--- config.mk ---
export PLATFORM = sky130hd
export DESIGN_NAME = crc_rb_seq
export DESIGN_NICKNAME = d
export VERILOG_FILES = /design/src/rtl/crc_rb_pkg.sv /design/src/rtl/crc_rb_seq.sv
export SDC_FILE = /design/constraint.sdc
export NUM_CORES = 1
export LEC_CHECK = 0
export BUFFER_PORTS_ARGS = -buffer_cell sky130_fd_sc_hd__buf_2
export CORE_MARGIN = 10
export CORE_UTILIZATION = 55
export CTS_BUF_LIST = sky130_fd_sc_hd__clkbuf_8
export DETAILED_ROUTE_END_ITERATION = 16
export GPL_TIMING_DRIVEN = 0
export PLACE_DENSITY = 0.8
export SLEW_MARGIN = 20
export SYNTH_ARGS = -nofsm -noshare
export SYNTH_HDL_FRONTEND = slang
export SYNTH_SLANG_ARGS = --single-unit
--- constraint.sdc ---
create_clock -name clk -period 1.7 [get_ports clk]
set_clock_uncertainty 0.1 [all_clocks]
set_input_delay 0.34 -clock clk [delete_from_list [all_inputs] [get_ports clk]]
set_output_delay 0.34 -clock clk [all_outputs]
set_load 0.05 [all_outputs]
--- src/rtl/crc_rb_pkg.sv ---
package crc_rb_pkg;
  typedef enum logic [2:0] {
    ST_IDLE  = 3'd0,
    ST_FETCH = 3'd1,
    ST_WAIT  = 3'd2,
    ST_SHIFT = 3'd3,
    ST_DONE  = 3'd4
  } crc_state_e;
endpackage

--- src/rtl/crc_rb_seq.sv ---
module crc_rb_seq
  import crc_rb_pkg::*;
#(
  parameter int unsigned ADDR_W   = 8,
  parameter int unsigned DATA_W   = 16,
  parameter int unsigned FIRST    = 8'h1A,
  parameter int unsigned LAST     = 8'h24,
  parameter int unsigned CFG_ADDR = 8'h1A
) (
  input  logic              clk,
  input  logic              rst_n,
  input  logic              trig_set,
  output logic              start,
  output logic              rd_en,
  output logic [ADDR_W-1:0] rd_addr,
  output logic              load,
  output logic              shift,
  output logic              cfg_sel,
  output logic              commit,
  output logic              busy
);
  localparam int unsigned CNT_W = $clog2(DATA_W);
  localparam logic [CNT_W-1:0]  CNT_LAST = CNT_W'(DATA_W - 1);
  localparam logic [ADDR_W-1:0] A_FIRST  = ADDR_W'(FIRST);
  localparam logic [ADDR_W-1:0] A_LAST   = ADDR_W'(LAST);
  localparam logic [ADDR_W-1:0] A_CFG    = ADDR_W'(CFG_ADDR);

  crc_state_e        state_q, state_n;
  logic [ADDR_W-1:0] addr_q, addr_n;
  logic [CNT_W-1:0]  cnt_q, cnt_n;

  always_comb begin
    state_n = state_q;
    addr_n  = addr_q;
    cnt_n   = cnt_q;
    unique case (state_q)
      ST_IDLE: if (trig_set) begin
        state_n = ST_FETCH;
        addr_n  = A_FIRST;
      end
      ST_FETCH: state_n = ST_WAIT;
      ST_WAIT: begin
        state_n = ST_SHIFT;
        cnt_n   = '0;
      end
      ST_SHIFT: begin
        cnt_n = cnt_q + CNT_W'(1);
        if (cnt_q == CNT_LAST) begin
          if (addr_q == A_LAST) begin
            state_n = ST_DONE;
          end else begin
            state_n = ST_FETCH;
            addr_n  = addr_q + ADDR_W'(1);
          end
        end
      end
      ST_DONE: state_n = ST_IDLE;
      default: state_n = ST_IDLE;
    endcase
  end

  always_ff @(posedge clk or negedge rst_n) begin
    if (!rst_n) begin
      state_q <= ST_IDLE;
      addr_q  <= '0;
      cnt_q   <= '0;
    end else begin
      state_q <= state_n;
      addr_q  <= addr_n;
      cnt_q   <= cnt_n;
    end
  end

  assign start   = (state_q == ST_IDLE) && trig_set;
  assign rd_en   = (state_q == ST_FETCH);
  assign rd_addr = addr_q;
  assign load    = (state_q == ST_WAIT);
  assign shift   = (state_q == ST_SHIFT);
  assign cfg_sel = (addr_q == A_CFG);
  assign commit  = (state_q == ST_DONE);
  assign busy    = (state_q != ST_IDLE);

  // reads stay inside the covered window
  p_rd_window_r2: assert property (@(posedge clk) disable iff (!rst_n)
    rd_en |-> (rd_addr >= A_FIRST && rd_addr <= A_LAST));
  // each new fetch after shifting moves exactly one address up
  p_addr_step_r2: assert property (@(posedge clk) disable iff (!rst_n)
    (shift && cnt_q == CNT_LAST && addr_q != A_LAST) |=> (rd_en && rd_addr == $past(addr_q) + ADDR_W'(1)));
  // busy never drops before the commit cycle
  p_busy_hold_r10: assert property (@(posedge clk) disable iff (!rst_n)
    (busy && !commit) |=> busy);
  // commit is followed by idle
  p_commit_once_r6: assert property (@(posedge clk) disable iff (!rst_n)
    commit |=> !busy);
endmodule

-- Word level (Yosys, flattened, before mapping)
Index checks and enable logic that the tools add are counted.
W data, S select, Z words.
- add/subtract/negate cells: 2
- equal/unequal tests: 10
- multiplexer cells: 9
- reductions and logical operators: 7
- operators by type and width (cell ; count):
    $mux W8 ; 3
    $pmux W8 S2 ; 1
    $pmux W3 S4 ; 1
    $mux W3 ; 3
    $add A8 B1 Y8 const B ; 1
    $eq A8 B5 Y1 const B ; 1
    $eq A8 B6 Y1 const B ; 1
    $pmux W4 S2 ; 1
    $eq A3 B2 Y1 const B ; 2
    $add A4 B1 Y4 const B ; 1
    $eq A4 B4 Y1 const B ; 1
    $ne A2 B2 Y1 const B ; 2
    $reduce_and A4 Y1 ; 1
    $reduce_bool A2 Y1 ; 2
    $eq A3 B1 Y1 const B ; 1
    $eq A3 B3 Y1 const B ; 1
    $logic_not A3 Y1 ; 1
    $reduce_bool A3 Y1 ; 1
    $ne A2 B1 Y1 const B ; 1
    $reduce_and A2 Y1 ; 1
    $logic_and A1 B1 Y1 ; 1
- output and inout port bits: 15
- bits in registers: 15

-- Logic depth before layout (Yosys ltp)
Gate-level depths: netlist (run 1).
- depth after elaboration: 4
- mapped depth: 6
- depth with buffers taken out: 5

-- Worst setup path before layout (run 1)
Ideal clock, no wire load.
- path type: register -> output
- start point: reg addr_q[4] (netlist: rd_addr[4])
- end point: out cfg_sel
- stages on the path, launching flop included: 3
- buffers on the path: 0
- arrival: 2.403 ns
- setup slack: -1.143 ns
- cell sequence: dfrtp_1 > nand2_1 > nor4_1
- longest elaborated chain between the ends: 1
- ends and longest elaborated chain (what ; RTL line ; text):
    start, declared ; crc_rb_seq.sv:29 ; logic [ADDR_W-1:0] addr_q, addr_n;
    start signal, assigned ; crc_rb_seq.sv:69 ; addr_q <= addr_n;
    $eq A8 B5 Y1 ; crc_rb_seq.sv:79 ; assign cfg_sel = (addr_q == A_CFG);
    end, declared ; crc_rb_seq.sv:18 ; output logic cfg_sel,
Every way passes these cells.

-- Worst setup path after layout (run 1)
- start point: reg addr_q[2] (netlist: rd_addr[2])
- end point: out cfg_sel
Same word-level chain as after synthesis.

==> flow_metrics.tcl, run 1 <==
set metrics [dict create \
    root_buffer "clkbuf_8" \
    grt_use_met2 0.238 \
    grt_overflow 0 \
    synth_compound_area_frac 0.183 \
    holdPathStages 3 \
    die_h_um 60.3 \
    place_congestion 0.858 \
    tightest_slew_ns 0.367 \
    seqCellArea_um2 385 \
    ys_ff_latch 15 \
    finalSetupViolCount 8 \
    run_status "finished with violations" \
    holdPathEnd "state_q[0]$_DFFE_PN0P_" \
    ant_nets 0 \
    design_area_um2 1430 \
    max_freq_ghz 0.534 \
    vias_per_cell 6.59 \
    grt_pass1_wl_um 4240 \
    grt_pass1_vias 835 \
    ir_drop_v 0.000360 \
    slew_violations 0 \
    hold_path_class "input pin to flop" \
    powerDensity_nw_per_um2 470 \
    cts_num_sinks 15 \
    syn_area_um2 895 \
    pin_count 18 \
    relSlewSlack 0.755 \
    port-buffer-count 17 \
    syn_avg_cell_area_um2 9.62 \
    worstRegToRegCells 4 \
    dieWidth_um 60.3 \
    reg2reg_from "rd_addr[7]$_DFFE_PN0P_" \
    clk_path_buf_depth 2 \
    drtIter0Drc 50 \
    required_ns 1.26 \
    multi_input_area_um2 633 \
    fin_crit_sh 1.10 \
    clkSlewWorstSetupHoldPaths_ns 0.07 \
    die_area_um2 3640 \
    hold_ws_ns 0.287 \
    syn_nets 100 \
    cts_tree "built" \
    num_antenna_cells 0 \
    grt_max_degree 16 \
    grtUsageMet1 0.185 \
    cp-end-kind "output pin" \
    syn_inst 93 \
    wire_per_inst_um 22.9 \
    drc_errors 0 \
    crit_start "rd_addr[2]$_DFFE_PN0P_" \
    synthSimpleGateAreaFrac 0.288 \
    rsz0062_at_grt "true" \
    coreArea_um2 1520 \
    htreeDepth 1 \
    r2r_setup_slack_ns -0.07 \
    area_delta_synth_final_pct 59.9 \
    setup_ws_ns -0.173 \
    synth.distinct_cells 38 \
    grt.total_usage 0.150 \
    critPathArrivalTime_ns 1.43 \
    num_rows 14 \
    n_fill_cell 40 \
    hp-start "trig_set" \
    hold_viol 0 \
    top_usage_layer "met2" \
    yosys_warnings 0 \
    drv_cap 0 \
    path_max_fanout 7 \
    cp-start-kind "flop" \
    fin_setup_tns_ns -0.423 \
    antenna_found_initial 0 \
    synth_edf_count 0 \
    synth_fa_ha_area_frac 0.0559 \
    routed_wl_um 3410 \
    cts_buffers 3 \
    synthXorXnorAreaFrac 0.00979 \
    cellLeakagePower_nw 0.671 \
    synth_top_family_by_area "simple AND/OR/NAND/NOR gates" \
    postPlaceCellArea_um2 1030 \
    period_needed_ns 1.87 \
    vias 982 \
    critical_path_class "flop to output pin" \
    clk_latency_ns 0.25 \
    initial_utilization 0.587 \
    met3_usage 0.0376 \
    synth.area.mux_share 0.0112 \
    drive_gt1_frac 0.556 \
    fin_nets 141 \
    place_hpwl_um 1590 \
    ys.flop_type "dfrtp_1" \
    drt_pass1_iterations 4 \
    seq_area_frac_synth 0.420 \
    pre_cts_slack_ns -0.0745 \
    r2r_end "rd_addr[5]$_DFFE_PN0P_" \
    synth-async-reset-ratio 1.00 \
    failed_checks "setup timing" \
]
[final cells by class]
class,instances,share of cell area
plain buffers,2,0.0157
clock buffers,3,0.0289
clock inverters,1,0.00350
inverters,4,0.0122
multi-input cells,71,0.443
flip-flops and latches,15,0.269
well taps,16,0.0140
repair buffers,37,0.213
[critical path, cell delays in order, from the launching register on]
cell and delay, ns:
dfrtp_2 0.48, nor2_1 0.23, nand2_2 0.10, nor4_4 0.17
buf_6 0.20
[worst max-delay path by stage]
stage	cells after the start	end	slack (ns)
after floorplan	2	cfg_sel	-0.28
after global placement	5	shift	-0.05
after detailed placement	5	shift	-0.07
after CTS	5	cfg_sel	-0.05
after global routing	4	cfg_sel	-0.19
final	4	cfg_sel	-0.17
[logic make-up (layout without fill, tap and decap cells)]
group           after synthesis  after routing
simple gates                 41             41
compound gates               24             24
flops                        15             15
buf+inv                       7             47
fa+ha+maj                     4              4
xor+xnor                      1              1
mux                           1              1
[synth_stat cells, types with 2 or more instances]
master	n	area [µm²]
a21o_1	3	22.5
a21oi_1	3	15.0
a22o_1	2	17.5
a31oi_1	4	25.0
buf_2	2	10.0
dfrtp_1	15	375
ha_1	4	50.1
inv_1	4	15.0
nand2_1	10	37.5
nand2b_1	4	25.0
nand3_1	4	20.0
nand3b_1	2	15.0
nor2_1	6	22.5
nor3_1	2	10.0
nor4_1	2	12.5
o21ai_0	2	10.0
o21ai_1	3	15.0
[power breakdown]
| part | switching, mW | internal, mW |
|---|---|---|
| Sequential | 0 | 0.357 |
| Combinational | 0.00863 | 0.00317 |
| Clock | 0.141 | 0.163 |
[state kept, by name, indices dropped and copies added, names as in the netlist]
name     flops
rd_addr      8
cnt_q        4
state_q      3
[placed cells by master, fill, tap and decap left out, types with 4 or more instances in the layout]
cell / count
buf_2: 10
dfrtp_1: 7
nor2_1: 4
nand2_1: 8
buf_4: 17
nand3_1: 4
buf_6: 8
dfrtp_2: 8
[layer usage]
layer,wire length (µm),up-vias
met5,0,-
met3,202,17
met1,1310,483
met2,1750,56
li1,-,426
met4,136,0
[stage by stage]
step | util | total power, mW | instances
after floorplan | - | 0.364 | 93
after global placement | 0.679 | 0.373 | 126
after detailed placement | 0.679 | 0.373 | 126
after CTS | 0.838 | 0.657 | 137
after global routing | 0.938 | 0.681 | 149
final | 0.938 | 0.672 | 149
[timing repair]
item                                    4_1_cts  5_1_grt
pin swaps                                     5        8
gates cloned                                  0        1
setup buffers                                 7       11
endpoints found under the setup margin       14       15
endpoints found under the hold margin        15        0
resized for setup                            36       16
hold buffers                                  1        0
(Power assumes the default switching activity.)
==> run 2, diff against run 1 <==
Settings changed: CORE_UTILIZATION 55 to 60, PLACE_DENSITY 0.8 to 0.86.
Clock period 1.7 ns to 2.4 ns, I/O delays scaled along.
==> run 2 against run 1 <==
Against the previous run:
- the flow now finishes without violations
- non-clock buffer count fell by 19
- critical path depth rose by 1
- register-to-register slack better by 0.72 ns
- global-route usage fell by 2.3 points
- design area shrank 26%
- flip-flop and latch count did not move
==> flow_metrics.tcl, run 2 (synthesis results as in run 1) <==
set metrics [dict create \
    wire_per_inst_um 16.6 \
    root_buffer "clkbuf_8" \
    mostFrequentLayoutCells "19 x buf_2, 15 x dfrtp_1, 10 x nand2_1" \
    antenna_found_initial 0 \
    vias_per_cell 6.14 \
    coreArea_um2 1350 \
    place_congestion 0.811 \
    ir_drop_v 0.000400 \
    grt_max_degree 16 \
    layout_commonest_cell "buf_2" \
    num_antenna_cells 0 \
    initial_utilization 0.663 \
    clk_path_buf_depth 2 \
    place_hpwl_um 1610 \
    required_ns 1.82 \
    fin_crit_sh 0.937 \
    drv_cap 0 \
    p_comb_frac 0.013 \
    power.switching_mw 0.0884 \
    power_frac_clock 0.431 \
    rsz0062_at_grt "false" \
    drtIter0Drc 30 \
    cts_setup_buffers 0 \
    cp-end-kind "output pin" \
    hold_path_class "input pin to asynchronous set/reset pin" \
    period_needed_ns 2.25 \
    r2r_setup_slack_ns 0.65 \
    clk_latency_ns 0.24 \
    fin_setup_tns_ns 0 \
    max_freq_ghz 0.444 \
    largest_reg_flops 8 \
    die_h_um 58.6 \
    hold_ws_ns 0.0296 \
    path_max_fanout 9 \
    dp_cells 125 \
    powerDensity_nw_per_um2 430 \
    slew_violations 0 \
    cellLeakagePower_nw 0.521 \
    drc_errors 0 \
    cts_num_sinks 15 \
    finalNonFillerCells 129 \
    num_rows 13 \
    path_common_cell "buf_2" \
    hold_viol 0 \
    ant_nets 0 \
    grt.total_usage 0.127 \
    path_cells "buf_2, nor2b_1, nand2_1, inv_1, buf_2" \
    htreeDepth 1 \
    reg2reg_from "cnt_q[0]$_DFFE_PN0P_" \
    fin_nets 122 \
    grt_pass1_wl_um 3480 \
    area_delta_synth_final_pct 18.3 \
    grt_pass1_vias 778 \
    tightest_slew_ns 0.364 \
    routed_wl_um 2140 \
    switching_share 0.194 \
    die_area_um2 3440 \
    critPathArrivalTime_ns 1.67 \
    total_power_mw 0.456 \
    postCtsHoldBufs 0 \
    cts_tree "built" \
    r2r_end "rd_addr[2]$_DFFE_PN0P_" \
    cts_resized 0 \
    seqPwrFrac 0.555 \
    relSlewSlack 0.757 \
    critical_path_class "flop to output pin" \
    cp-start-kind "flop" \
    p_int_mw 0.367 \
    worstRegToRegCells 5 \
    cpPeakStageDelay_ns 0.32 \
    top_register "rd_addr" \
    drt_pass1_iterations 4 \
    cts_buffers 3 \
    dieWidth_um 58.6 \
    clkSlewWorstSetupHoldPaths_ns 0.06 \
    run_status "completed" \
    drive_gt1_frac 0.254 \
    finalSetupViolCount 0 \
    slowest_stage "dfrtp_1" \
    port-buffer-count 17 \
    top_regs "rd_addr x8, cnt_q x4, state_q x3" \
    grt_overflow 0 \
    pin_count 18 \
    vias 792 \
]
run 2: cell count changes in the layout (fill, tap and decap cells not counted), moves of 3 or more:
cell     change
buf_2        +9
buf_4       -17
buf_6        -8
dfrtp_1      +8
dfrtp_2      -8
inv_1        +3
run 2: cell type report:
type	instances	area [µm²]
timing repair buffer	17	85.1
multi-input combinational	71	505
inverter	4	15.0
tap	15	18.8
buffer	3	13.8
clock buffer	3	41.3
fill	95	292
clock inverter	1	3.75
sequential	15	375
run 2: critical path, delay by kind of cell (launching register included):
family        cells  cell delay (ns)
buf+inv           3             0.64
simple gates      2             0.46
flops             1             0.32
run 2: worst max path at each step:
stage | from | end | slack, ns
floorplan | state_q[1]$_DFFE_PN0P_ | rd_en | 0.17
global placement | state_q[1]$_DFFE_PN0P_ | shift | 0.53
detailed placement | state_q[1]$_DFFE_PN0P_ | shift | 0.49
CTS | state_q[1]$_DFFE_PN0P_ | shift | 0.18
global route | state_q[1]$_DFFE_PN0P_ | shift | 0.08
finish | state_q[1]$_DFFE_PN0P_ | shift | 0.15
run 2: per-layer routing:
metal,GRT usage,part of all wire,vias up
met5,0,0,-
met4,0.0525,0.0098,0
met3,0.0451,0.084,4
met2,0.209,0.47,27
met1,0.146,0.44,382
li1,-,-,379
run 2: stage by stage:
step,setup slack (ns),instance area (µm²),util
global route,0.0775,1060,0.784
global placement,0.528,1010,0.751
detailed placement,0.487,1010,0.751
floorplan,0.173,910,-
CTS,0.184,1060,0.784
finish,0.150,1060,0.784
run 2: power by group through the flow:
stage | clock network (mW) | logic (mW) | registers [mW]
finish | 0.196 | 0.00614 | 0.253
CTS | 0.201 | 0.00649 | 0.253
global placement | 0 | 0.00642 | 0.258
global route | 0.208 | 0.00705 | 0.253
detailed placement | 0 | 0.00648 | 0.258
==> run 3, diff against run 2 <==
Settings changed: CELL_PAD_IN_SITES_DETAIL_PLACEMENT from default to 0, CELL_PAD_IN_SITES_GLOBAL_PLACEMENT from default to 2, CORE_UTILIZATION 60 to 37, PLACE_DENSITY 0.86 to 0.93.
==> run 3 against run 2 <==
Against the previous run:
- design area up 1.5%
- critical path depth unchanged
- maximum frequency is 4.2% higher
- via count fell by 4.4%
- worst hold slack improved by 0.0067 ns
- clock power about the same
- utilization shrank 31 points
- power up 0.59%
- die area rose by 39%
- sequential share of layout area decreased by 0.54 points
- first-iteration DRC count up 17%
- non-clock buffer count did not move
==> flow_metrics.tcl, run 3 (synthesis results as in run 1) <==
set metrics [dict create \
    top_register "rd_addr" \
    ant_nets 0 \
    grt_pass1_wl_um 3670 \
    die_area_um2 4780 \
    postCtsHoldBufs 0 \
    fin_nets 122 \
    clk_path_buf_depth 2 \
    slew_violations 0 \
    tightest_slew_ns 0.359 \
    critPathArrivalTime_ns 1.58 \
    grt.total_usage 0.0906 \
    grt_max_degree 16 \
    num_rows 17 \
    clkSlewWorstSetupHoldPaths_ns 0.06 \
    drive_gt1_frac 0.254 \
    num_antenna_cells 0 \
    finalSetupViolCount 0 \
    dieWidth_um 69.2 \
    layout_commonest_cell "buf_2" \
    hold_path_class "input pin to asynchronous set/reset pin" \
    port-buffer-count 17 \
    required_ns 1.82 \
    grtUsageMet1 0.115 \
    powerDensity_nw_per_um2 426 \
    mostFrequentLayoutCells "19 x buf_2, 15 x dfrtp_1, 10 x nand2_1" \
    relSlewSlack 0.760 \
    cp-end-kind "output pin" \
    initial_utilization 0.397 \
    period_needed_ns 2.16 \
    coreArea_um2 2250 \
    place_hpwl_um 1550 \
    root_buffer "clkbuf_8" \
    antenna_found_initial 0 \
    hold_ws_ns 0.0363 \
    cts_tree "built" \
    cts_setup_buffers 0 \
    drv_cap 0 \
    ir_drop_v 0.000206 \
    run_status "completed" \
    drc_errors 0 \
    clk_latency_ns 0.24 \
    grt_use_met2 0.138 \
    cts_buffers 3 \
    drt_pass1_iterations 4 \
    max_freq_ghz 0.463 \
    routed_wl_um 2090 \
    vias_per_cell 5.33 \
    cellLeakagePower_nw 0.521 \
    grt_overflow 0 \
    fin_setup_tns_ns 0 \
    cts_resized 0 \
    hold_viol 0 \
    fin_util 0.477 \
    cp-start-kind "flop" \
    wire_per_inst_um 14.7 \
    total_power_mw 0.458 \
    vias 757 \
    cts_num_sinks 15 \
    pin_count 18 \
    place_congestion 0.870 \
    rsz0062_at_grt "false" \
    top_usage_layer "met2" \
    drtIter0Drc 35 \
    met3_usage 0.0243 \
    top_regs "rd_addr x8, cnt_q x4, state_q x3" \
    fin_crit_sh 0.900 \
    grt_pass1_vias 760 \
    htreeDepth 1 \
    path_max_fanout 9 \
    critical_path_class "flop to output pin" \
    area_delta_synth_final_pct 20.1 \
    largest_reg_flops 8 \
    die_h_um 69.2 \
]
==> run 3: area by class of cell <==
type / count / area, µm²
clock inverter: 1 / 3.75
fill: 238 / 1180
clock buffer: 3 / 41.3
sequential: 15 / 375
timing repair buffer: 17 / 85.1
buffer: 3 / 13.8
tap: 28 / 35.0
inverter: 4 / 15.0
multi-input combinational: 71 / 505
==> run 3: critical path: stages (launching register included) <==
cell	delay (ns)
dfrtp_1	0.32
buf_2	0.19
nor2b_1	0.25
nand2_1	0.15
inv_1	0.15
buf_2	0.29
==> run 3: power by group <==
group	internal [mW]	switching (mW)	total, mW
Combinational	0.00115	0.00522	0.00637
Sequential	0.253	0	0.253
Clock	0.113	0.0858	0.199
==> run 3: stage by stage <==
stage / instances / setup WS, ns / instance area [µm²]
after floorplan: 93 / 0.173 / 910
after global placement: 138 / 0.489 / 1030
after detailed placement: 138 / 0.515 / 1030
after CTS: 142 / 0.228 / 1070
after global routing: 142 / 0.0704 / 1070
final: 142 / 0.240 / 1070
==> run 3: routing by layer <==
metal | vias to the layer above | wire length (µm)
li1 | 383 | -
met1 | 353 | 1020
met2 | 19 | 945
met3 | 2 | 105
met4 | 0 | 17
met5 | - | 0
==> run 3: worst paths after layout <==
| path | startpoint | end | slack, ns | cells past startpoint |
|---|---|---|---|---|
| min in group clk | cnt_q[1]$_DFFE_PN0P_ | cnt_q[1]$_DFFE_PN0P_ | 0.42 | 2 |
| max in group asynchronous | rst_n | rd_addr[1]$_DFFE_PN0P_ | 1.90 | 1 |
| worst min-delay path | rst_n | cnt_q[1]$_DFFE_PN0P_ | 0.04 | 1 |
| worst min register to register | cnt_q[1]$_DFFE_PN0P_ | cnt_q[1]$_DFFE_PN0P_ | 0.42 | 2 |
| worst max register to register | cnt_q[0]$_DFFE_PN0P_ | rd_addr[7]$_DFFE_PN0P_ | 0.67 | 5 |
| worst max-delay path | state_q[1]$_DFFE_PN0P_ | shift | 0.24 | 5 |
